[src/rtl/stx_pkg.sv]
package stx_pkg;

   typedef enum logic [1:0] {
      ST_IDLE  = 2'd0,
      ST_START = 2'd1,
      ST_DATA  = 2'd2,
      ST_STOP  = 2'd3
   } stx_state_e;

   localparam int unsigned FRAME_OVERHEAD = 2;

endpackage

[src/rtl/stx_fifo.sv]
module stx_fifo #(
   parameter int unsigned DATA_W = 8,
   parameter int unsigned DEPTH  = 8,
   localparam int unsigned PTR_W = (DEPTH > 1) ? $clog2(DEPTH) : 1,
   localparam int unsigned LVL_W = $clog2(DEPTH + 1)
) (
   input  logic              clk,
   input  logic              rst_n,
   input  logic              push_valid,
   input  logic [DATA_W-1:0] push_data,
   output logic              push_ready,
   input  logic              pop,
   output logic [DATA_W-1:0] pop_data,
   output logic [LVL_W-1:0]  level,
   output logic              full,
   output logic              empty
);

   localparam logic [LVL_W-1:0] LVL_MAX  = LVL_W'(DEPTH);
   localparam logic [PTR_W-1:0] PTR_LAST = PTR_W'(DEPTH - 1);

   logic [DATA_W-1:0] mem [DEPTH];
   logic [PTR_W-1:0]  wr_ptr, rd_ptr;
   logic [PTR_W-1:0]  wr_ptr_nxt, rd_ptr_nxt;
   logic              push_fire, pop_fire;

   assign full       = (level == LVL_MAX);
   assign empty      = (level == '0);
   assign push_ready = !full;
   assign push_fire  = push_valid && !full;
   assign pop_fire   = pop && !empty;
   assign pop_data   = mem[rd_ptr];

   generate
      if ((DEPTH & (DEPTH - 1)) == 0) begin : g_pow2_wrap
         assign wr_ptr_nxt = wr_ptr + PTR_W'(1);
         assign rd_ptr_nxt = rd_ptr + PTR_W'(1);
      end else begin : g_cmp_wrap
         assign wr_ptr_nxt = (wr_ptr == PTR_LAST) ? '0 : wr_ptr + PTR_W'(1);
         assign rd_ptr_nxt = (rd_ptr == PTR_LAST) ? '0 : rd_ptr + PTR_W'(1);
      end
   endgenerate

   always_ff @(posedge clk) begin
      if (push_fire) begin
         mem[wr_ptr] <= push_data;
      end
   end

   always_ff @(posedge clk or negedge rst_n) begin
      if (!rst_n) begin
         wr_ptr <= '0;
         rd_ptr <= '0;
         level  <= '0;
      end else begin
         if (push_fire) begin
            wr_ptr <= wr_ptr_nxt;
         end
         if (pop_fire) begin
            rd_ptr <= rd_ptr_nxt;
         end
         if (push_fire && !pop_fire) begin
            level <= level + LVL_W'(1);
         end else if (pop_fire && !push_fire) begin
            level <= level - LVL_W'(1);
         end
      end
   end

   // occupancy moves by at most one entry per cycle and never passes DEPTH
   a_r7_level_step : assert property (@(posedge clk) disable iff (!rst_n)
      1'b1 |=> ((level == $past(level)) ||
                (level == $past(level) + LVL_W'(1)) ||
                (level + LVL_W'(1) == $past(level))));

   a_r7_level_bound : assert property (@(posedge clk) disable iff (!rst_n)
      level <= LVL_MAX);

   // a full queue stays full until something is taken out
   a_r8_full_holds : assert property (@(posedge clk) disable iff (!rst_n)
      (full && !pop) |=> full);

endmodule

[src/rtl/stx_baud.sv]
module stx_baud #(
   parameter int unsigned DIV_W = 16
) (
   input  logic             clk,
   input  logic             rst_n,
   input  logic             run,
   input  logic [DIV_W-1:0] divisor,
   output logic             bit_end
);

   logic [DIV_W-1:0] cnt;
   logic [DIV_W-1:0] div_eff;

   assign div_eff = (divisor == '0) ? DIV_W'(1) : divisor;
   assign bit_end = run && (cnt == div_eff - DIV_W'(1));

   always_ff @(posedge clk or negedge rst_n) begin
      if (!rst_n) begin
         cnt <= '0;
      end else if (!run || bit_end) begin
         cnt <= '0;
      end else begin
         cnt <= cnt + DIV_W'(1);
      end
   end

   // the cycle counter never leaves the range of one bit period
   a_r10_cnt_range : assert property (@(posedge clk) disable iff (!rst_n)
      run |-> (cnt < div_eff));

endmodule

[src/rtl/stx_shifter.sv]
module stx_shifter
   import stx_pkg::*;
#(
   parameter int unsigned DATA_W = 8,
   localparam int unsigned BIT_W = $clog2(DATA_W)
) (
   input  logic              clk,
   input  logic              rst_n,
   input  logic              q_empty,
   input  logic [DATA_W-1:0] q_data,
   output logic              q_pop,
   input  logic              two_stop,
   input  logic              bit_end,
   output logic              baud_run,
   output logic              tx
);

   localparam logic [BIT_W-1:0] BIT_LAST = BIT_W'(DATA_W - 1);

   stx_state_e        state;
   logic [DATA_W-1:0] shreg;
   logic [BIT_W-1:0]  bit_idx;
   logic              stop2_q;
   logic              stop_idx;
   logic              stop_last;
   logic              frame_done;

   assign stop_last  = !stop2_q || stop_idx;
   assign frame_done = (state == ST_STOP) && bit_end && stop_last;
   assign q_pop      = !q_empty && ((state == ST_IDLE) || frame_done);
   assign baud_run   = (state != ST_IDLE);

   always_ff @(posedge clk or negedge rst_n) begin
      if (!rst_n) begin
         state    <= ST_IDLE;
         shreg    <= '0;
         bit_idx  <= '0;
         stop2_q  <= 1'b0;
         stop_idx <= 1'b0;
         tx       <= 1'b1;
      end else begin
         unique case (state)
            ST_IDLE: begin
               tx <= 1'b1;
               if (q_pop) begin
                  state   <= ST_START;
                  shreg   <= q_data;
                  stop2_q <= two_stop;
                  tx      <= 1'b0;
               end
            end
            ST_START: begin
               if (bit_end) begin
                  state   <= ST_DATA;
                  bit_idx <= '0;
                  tx      <= shreg[0];
               end
            end
            ST_DATA: begin
               if (bit_end) begin
                  if (bit_idx == BIT_LAST) begin
                     state    <= ST_STOP;
                     stop_idx <= 1'b0;
                     tx       <= 1'b1;
                  end else begin
                     shreg   <= shreg >> 1;
                     bit_idx <= bit_idx + BIT_W'(1);
                     tx      <= shreg[1];
                  end
               end
            end
            ST_STOP: begin
               if (bit_end) begin
                  if (!stop_last) begin
                     stop_idx <= 1'b1;
                  end else if (q_pop) begin
                     state    <= ST_START;
                     shreg    <= q_data;
                     stop2_q  <= two_stop;
                     tx       <= 1'b0;
                  end else begin
                     state <= ST_IDLE;
                  end
               end
            end
            default: state <= ST_IDLE;
         endcase
      end
   end

   // line is high while no frame is in flight
   a_r2_idle_high : assert property (@(posedge clk) disable iff (!rst_n)
      (state == ST_IDLE) |-> tx);

   // start bit is low for its whole duration
   a_r3_start_low : assert property (@(posedge clk) disable iff (!rst_n)
      (state == ST_START) |-> !tx);

   // stop bits are high
   a_r4_stop_high : assert property (@(posedge clk) disable iff (!rst_n)
      (state == ST_STOP) |-> tx);

   // the stop selection of a frame changes only when a new frame is taken
   a_r5_sel_hold : assert property (@(posedge clk) disable iff (!rst_n)
      !q_pop |=> $stable(stop2_q));

   // nothing is taken from an empty queue
   a_r6_pop_legal : assert property (@(posedge clk) disable iff (!rst_n)
      q_pop |-> !q_empty);

endmodule

[src/rtl/serial_tx_queue.sv]
module serial_tx_queue #(
   parameter int unsigned DATA_W = 8,
   parameter int unsigned DEPTH  = 8,
   parameter int unsigned DIV_W  = 16,
   localparam int unsigned LVL_W = $clog2(DEPTH + 1)
) (
   input  logic              clk,
   input  logic              rst_n,
   input  logic [DATA_W-1:0] wr_data,
   input  logic              wr_valid,
   output logic              wr_ready,
   input  logic              two_stop,
   input  logic [LVL_W-1:0]  refill_at,
   input  logic [DIV_W-1:0]  bit_div,
   output logic              ser_out,
   output logic              q_full,
   output logic              q_empty,
   output logic [LVL_W-1:0]  q_level,
   output logic              refill
);

   generate
      if (DATA_W < 2) begin : g_chk_data
         $error("serial_tx_queue: DATA_W must be at least 2");
      end
      if (DEPTH < 2) begin : g_chk_depth
         $error("serial_tx_queue: DEPTH must be at least 2");
      end
      if (DIV_W < 1) begin : g_chk_div
         $error("serial_tx_queue: DIV_W must be at least 1");
      end
   endgenerate

   logic [DATA_W-1:0] head_data;
   logic              pop;
   logic              bit_end;
   logic              baud_run;

   stx_fifo #(
      .DATA_W (DATA_W),
      .DEPTH  (DEPTH)
   ) u_fifo (
      .clk        (clk),
      .rst_n      (rst_n),
      .push_valid (wr_valid),
      .push_data  (wr_data),
      .push_ready (wr_ready),
      .pop        (pop),
      .pop_data   (head_data),
      .level      (q_level),
      .full       (q_full),
      .empty      (q_empty)
   );

   stx_baud #(
      .DIV_W (DIV_W)
   ) u_baud (
      .clk     (clk),
      .rst_n   (rst_n),
      .run     (baud_run),
      .divisor (bit_div),
      .bit_end (bit_end)
   );

   stx_shifter #(
      .DATA_W (DATA_W)
   ) u_shift (
      .clk      (clk),
      .rst_n    (rst_n),
      .q_empty  (q_empty),
      .q_data   (head_data),
      .q_pop    (pop),
      .two_stop (two_stop),
      .bit_end  (bit_end),
      .baud_run (baud_run),
      .tx       (ser_out)
   );

   assign refill = (q_level < refill_at);

   // a full queue never asks for a refill, an empty one does whenever the threshold is nonzero
   a_r9_refill_full : assert property (@(posedge clk) disable iff (!rst_n)
      q_full |-> !refill);

   a_r9_refill_empty : assert property (@(posedge clk) disable iff (!rst_n)
      (q_empty && (refill_at != '0)) |-> refill);

endmodule

[config.mk]
export PLATFORM = sky130hd
export DESIGN_NAME = serial_tx_queue
export DESIGN_NICKNAME = d
export VERILOG_FILES = /design/src/rtl/stx_pkg.sv /design/src/rtl/stx_fifo.sv /design/src/rtl/stx_baud.sv /design/src/rtl/stx_shifter.sv /design/src/rtl/serial_tx_queue.sv
export SDC_FILE = /design/constraint.sdc
export NUM_CORES = 1
export LEC_CHECK = 0
export BUFFER_PORTS_ARGS = -buffer_cell sky130_fd_sc_hd__clkbuf_2
export CAP_MARGIN = 20
export CORE_UTILIZATION = 55
export CTS_CLUSTER_DIAMETER = 150
export CTS_CLUSTER_SIZE = 24
export DETAILED_ROUTE_END_ITERATION = 16
export HOLD_SLACK_MARGIN = 0.06
export MAX_ROUTING_LAYER = met4
export PLACE_DENSITY = 0.76
export SYNTH_ARGS = -nofsm -noshare
export SYNTH_HDL_FRONTEND = slang
export SYNTH_SLANG_ARGS = --single-unit
export TNS_END_PERCENT = 1
[constraint.sdc]
create_clock -name clk -period 4 [get_ports clk]
set_input_delay 0.8 -clock clk [delete_from_list [all_inputs] [get_ports clk]]
set_output_delay 0.8 -clock clk [all_outputs]
set_load 0.01 [all_outputs]
==> metrics.txt, run 1 <==
cts-stage hold buffer count 0; most frequent cells in the layout edfxtp_1, buf_4, nand2_1; Via-to-Cell Ratio 5.936; total track usage 24.52%; crit path cell chain clkbuf_2, or4_4, nor4_4, nor2_1, ha_2, buf_4, xor2_1, nor2_1, o311ai_2, nor4b_4, o2111a_2, o21ai_4, nand2_1, xor2_1, ha_2, a21oi_2, or3_1, o211ai_1, xor2_1; Reg2Reg Depth 12; commonest non-fill, non-tap cell in the layout edfxtp_1; clock-pin slew on the worst setup and hold paths 0.11 ns; Residual DRC 0; number of max-cap violations 0; post-synthesis cell type count 67; fraction of the yosys area taken by sequential cells 53.01%; asr flop ratio synth 39.62%; CP top delay family simple AND/OR/NAND/NOR gates; Worst-Margin Slew 0.8908 ns; Area growth syn-to-layout 15.92%; most used cell, CP xor2_1; root cell of the clock tree clkbuf_8; Net Count, Synth 505; failing checks setup timing; Vias 4007; worst path bufs/invs 2; Placeable Area 9819 sq um; Avg Inst Size Synth roughly 12 sq um; Num CTS Buffers 9; HPWL after DPL 8.347 mm; Crit path required time 4.30 ns; min Tclk post-route 4.139 ns; synth warn 0; Final setup viols 1; period utilization 103.5%; peak supply drop ~0.38 mV; Worst slew margin 40.39%; TNS Setup -0.1390 ns; final antenna-violating net count 0; Power Dens Cells just over 600 nW/um^2; mapped cell area 5610 sq um; CTS tree done; EDFF count, synth 64; Buffers on Ports 40; final-report hold violation count 0; largest net degree at the start of global routing 43; Pleak 2.564 nW; f_max 0.2416 GHz; Placed Area between 6000 and 7000 sq um; initial DRC count 257; Cells after Synth 458; synthesis-stage register bit count 106; Util after Layout 66.23%; GR Overflow Total 0; CP max stage delay 0.56 ns; die area about 11000 sq um; first-pass GRT wire length ~19 mm; setup ws final -0.1390 ns; gp weighted congestion 0.8419; Post-Layout Inst Area 6504 sq um; CP startpoint kind input pin; Die Y 103 um; Crit-path slowest cell or4_4; drt first pass iters 5; Initial Util 57.14%; Skew-Pair Late Insertion Delay 0.38 ns; Layout fillers 752; Post-synth top flop edfxtp_1; CP max FO 5; Clock Path Buffers 2; antenna violations before repair 0; Worst setup EP type flop; n_diodes 0; Final Max Tran Viols 0; wirelength, routed 11.74 mm; outcome finished, violations left; critical path depth 19; row count 36; nets@finish between 500 and 600; clock skew 0.01163 ns; share of layout cells above drive strength 1 26.75%; worst min-delay path category input pin to async pin; drt wl/cell 17.40 um; I/O Pins 41; number of global-route vias before repair 3934; Sink Count about 110; RSZ-0062 raised after global routing true; CP arrival 4.44 ns; Max H-tree Level 3; Die Wd roughly 100 um; Setup Crit Path Kind input pin to flop
timing repair:
action / in CTS / in global routing
endpoints found under the setup margin: 1 / 3
pin swaps: 3 / 0
setup buffers: 1 / 0
gates cloned: 0 / 0
gates resized for setup: 4 / 1
routing by layer:
metal	vias to the layer above	GRT usage, %	wire [um]
li1	1898	-	-
met1	1982	30.12	5044
met2	110	41.23	6117
met3	17	3.593	397
met4	0	9.317	184
met5	-	-	0
power breakdown:
group          internal [W]  total, W  switching, W
combinational      0.000753   0.00163      0.000873
clock              0.000251  0.000667      0.000415
sequential          0.00139   0.00163      0.000248
total               0.00239   0.00393       0.00154
area by class of cell:
| cell class | instances | area [sq um] | share of cell area (%) |
|---|---|---|---|
| clock buffer | 9 | 123.9 | 1.905 |
| clock inverter | 7 | 77.57 | 1.193 |
| inverter | 16 | 60.06 | 0.9234 |
| multi-input combinational | 317 | 2516 | 38.69 |
| sequential | 106 | 2974 | 45.73 |
| tap | 133 | 166.4 | 2.559 |
| timing repair buffer | 87 | 585.6 | 9.003 |
sequential cells by signal (all words and copies together), names as in the netlist:
register          cells
u_fifo.mem           64
u_baud.cnt           16
u_shift.shreg         8
u_fifo.level          4
u_fifo.rd_ptr         3
u_fifo.wr_ptr         3
u_shift.bit_idx       3
u_shift.state         2
u_shift.stop2_q       1
u_shift.stop_idx      1
u_shift.tx            1
worst register-to-register path, delay by kind of cell, from the launching register on:
kind | cells | cell delay [ns]
AOI/OAI and AO/OA | 4 | 0.61
buffers and inverters | 1 | 0.15
adders and majority gates | 2 | 0.75
and+or+nand+nor | 3 | 0.86
DFF | 1 | 0.42
xor gates and xnor gates | 2 | 0.36
logic make-up after synthesis:
logic type      share of synthesized area [%]
mux                                     8.809
fa+ha+maj                               3.345
simple gates                            14.63
xor+xnor                                6.244
buf+inv                                 2.609
compound gates                          11.35
flops                                   53.01
through the flow:
step | hold slack, ns | setup WS, ns | total power [W] | cells
after global placement | 0.4582 | -0.3977 | 0.003143 | 656
after floorplan | 0.4701 | -0.4885 | 0.002753 | 458
after detailed placement | 0.4763 | -0.5680 | 0.003229 | 656
final | 0.2590 | -0.1390 | 0.003927 | 675
after global routing | 0.2616 | -0.2895 | 0.004173 | 675
after CTS | 0.5009 | -0.1087 | 0.003910 | 673
synth_stat cells (4+ instances only):
cell	number	share of area (%)
edfxtp_1	64	34
nand2_1	43	2.9
dfrtp_1	41	18
nor2_1	32	2.1
xnor2_1	20	3.1
xor2_1	20	3.1
inv_1	16	1.1
mux4_2	16	6.4
ha_1	15	3.3
o211ai_1	15	2.0
a21oi_1	13	1.2
clkbuf_1	12	0.80
nor3_1	12	1.1
o21ai_0	12	1.1
mux2i_1	10	1.8
nand3_1	9	0.80
nand4_1	7	0.78
o311ai_1	7	1.1
and3_1	6	0.67
nand2b_1	6	0.67
or3_1	6	0.67
nor4_1	5	0.56
a22o_1	4	0.62
nand3b_1	4	0.54
worst paths after layout:
kind,start,end,slack [ns]
max,bit_div[5],u_fifo.level[2],-0.14
max reg2reg,u_shift.state[0],u_fifo.level[2],0.78
min reg2reg,u_shift.tx,u_shift.tx,0.49
min,rst_n,u_shift.bit_idx[2],0.26
max in group asynchronous,rst_n,u_fifo.level[2],3.28
min in group clk,u_shift.tx,u_shift.tx,0.49
No activity file was read; power rests on OpenSTA's default activity.
==> inputs of run 2 (changes only) <==
- BUFFER_PORTS_ARGS: -buffer_cell sky130_fd_sc_hd__clkbuf_2 -> unset
- CELL_PAD_IN_SITES_DETAIL_PLACEMENT: unset -> 1
- CELL_PAD_IN_SITES_GLOBAL_PLACEMENT: unset -> 1
- CORE_UTILIZATION: 55 -> 52
- DONT_BUFFER_PORTS: unset -> 1
- PLACE_DENSITY: 0.76 -> 0.82
- SETUP_SLACK_MARGIN: unset -> 0.15
==> run 2 against run 1 <==
The flow still finishes with violations (setup timing); maximum frequency rose by 0.51%; power decreased by 2.7%; core utilization shrank 7.2 points; sequential cell count stayed put; cell area fell by 5.9%; largest cell class unchanged; largest power group unchanged.
==> metrics.txt, run 2 (synthesized netlist as in run 1, its figures left out) <==
number of global-route vias before repair 4265; total track usage 26.37%; Die Wd 105.9 um; CTS tree done; Max H-tree Level 3; Worst slew margin 41.53%; n_diodes 0; Final setup viols 1; Final Max Tran Viols 0; CP max stage delay 0.54 ns; CP max FO 7; failing checks setup timing; Clock Path Buffers 2; Buffers on Ports 0; Reg with most FFs u_fifo.mem; GR Overflow Total 0; Worst-Margin Slew 0.8738 ns; period utilization 103.0%; setup ws final -0.1181 ns; Pleak ~2.3 nW; Num CTS Buffers 9; worst path bufs/invs 0; Initial Util between 50% and 60%; gp weighted congestion 0.7759; Die Y 105.9 um; crit path cell chain or4_4, nor4_4, nor2_1, ha_2, nor4b_1, a311o_1, o21ai_1, o221a_2, o2111a_2, o21ai_4, nand2_1, xor2_1, ha_2, a21oi_1, or3_1, o211ai_1, xor2_1; Power Dens Cells 624.2 nW/um^2; Vias ~4000; worst min-delay path category input pin to async pin; Largest register FFs 64; drt first pass iters 4; Final Power 0.003821 W; f_max 0.2428 GHz; Setup Crit Path Kind input pin to flop; Placeable Area roughly 10000 sq um; most frequent cells in the layout edfxtp_1, nand2_1, dfrtp_1; clock-pin slew on the worst setup and hold paths 0.11 ns; row count 37; largest net degree at the start of global routing between 40 and 50; I/O Pins 41; Crit-path slowest cell or4_4; CP top delay family simple AND/OR/NAND/NOR gates; peak supply drop 0.3926 mV; clock skew roughly 0.013 ns; initial DRC count roughly 280; wirelength, routed 13.12 mm; nets@finish 524; Crit path required time 4.28 ns; Via-to-Cell Ratio 6.291; number of max-cap violations 0; top flop regs u_fifo.mem (64), u_baud.cnt (16), u_shift.shreg (8); cts-stage hold buffer count 0; die area 11210 sq um; min Tclk post-route 4.118 ns; Skew-Pair Late Insertion Delay 0.37 ns; drt wl/cell about 21 um; CP startpoint kind input pin; Area growth syn-to-layout 9.099%; outcome finished, violations left; Sink Count 106; CP arrival roughly 4.4 ns; antenna violations before repair 0; Util after Layout 59.03%; HPWL after DPL 9.415 mm; Residual DRC 0; final antenna-violating net count 0; first-pass GRT wire length 21.67 mm; commonest non-fill, non-tap cell in the layout edfxtp_1; share of layout cells above drive strength 1 18.05%; final-report hold violation count 0; RSZ-0062 raised after global routing true; root cell of the clock tree clkbuf_8; Worst setup EP type flop
==> run 2: cell types whose count changed in the layout (fill, tap and decap cells not counted), sizes merged <==
cell	change
clkinvlp	-1
clkinv	+2
buf	-20
inv	-1
clkbuf	-40
==> run 2: per-layer routing <==
metal / vias to the layer above / track usage, % / part of all wire, %
met5: - / - / 0
met4: 0 / 11.01 / 2.4
met2: 85 / 43.56 / 50
met3: 22 / 2.907 / 3.4
met1: 2007 / 33.29 / 44
li1: 1774 / - / -
==> run 2: worst paths after layout <==
path	start	end	slack (ns)	depth (start not counted)
setup / recovery	bit_div[5]	u_fifo.level[2]	-0.12	17
min in group clk	u_shift.tx	u_shift.tx	0.50	2
hold / removal	rst_n	u_shift.bit_idx[2]	0.11	0
max in group asynchronous	rst_n	u_shift.tx	3.71	0
hold reg to reg	u_shift.tx	u_shift.tx	0.50	2
setup reg to reg	u_shift.state[0]	u_fifo.level[2]	0.79	12
==> run 2: final cells by class <==
| type | count | area, sq um |
|---|---|---|
| inverters | 16 | 60.06 |
| flip-flops and latches | 106 | 2974 |
| well taps | 136 | 170.2 |
| fillers | 1081 | 4249 |
| repair buffers | 27 | 202.7 |
| clock buffers | 9 | 123.9 |
| clock inverters | 7 | 67.56 |
| multi-input cells | 317 | 2522 |
==> run 2: what timing repair did <==
| action | 4_1_cts | 5_1_grt |
|---|---|---|
| endpoints found under the setup margin | 2 | 10 |
| gates resized for setup | 7 | 0 |
| setup buffers | 3 | 0 |
| pin swaps | 5 | 1 |
==> run 2: power by group <==
group | internal (W) | switching, W | total (W)
Sequential | 0.00139 | 0.000272 | 0.00166
Clock | 0.000243 | 0.000398 | 0.000641
Combinational | 0.000674 | 0.000846 | 0.00152
Total | 0.00230 | 0.00152 | 0.00382
==> run 2: metrics by stage <==
step	hold WS [ns]	cells	cell area, sq um	setup slack [ns]	TNS [ns]
floorplan	0.4701	458	5623	-0.4885	-0.9227
global placement	0.4870	599	5888	-0.3232	-0.6072
detailed placement	0.4914	599	5888	-0.5597	-2.143
CTS	0.09441	618	6121	-0.07303	-0.07303
global route	0.08978	618	6121	-0.3063	-0.3831
finish	0.1136	618	6121	-0.1181	-0.1181
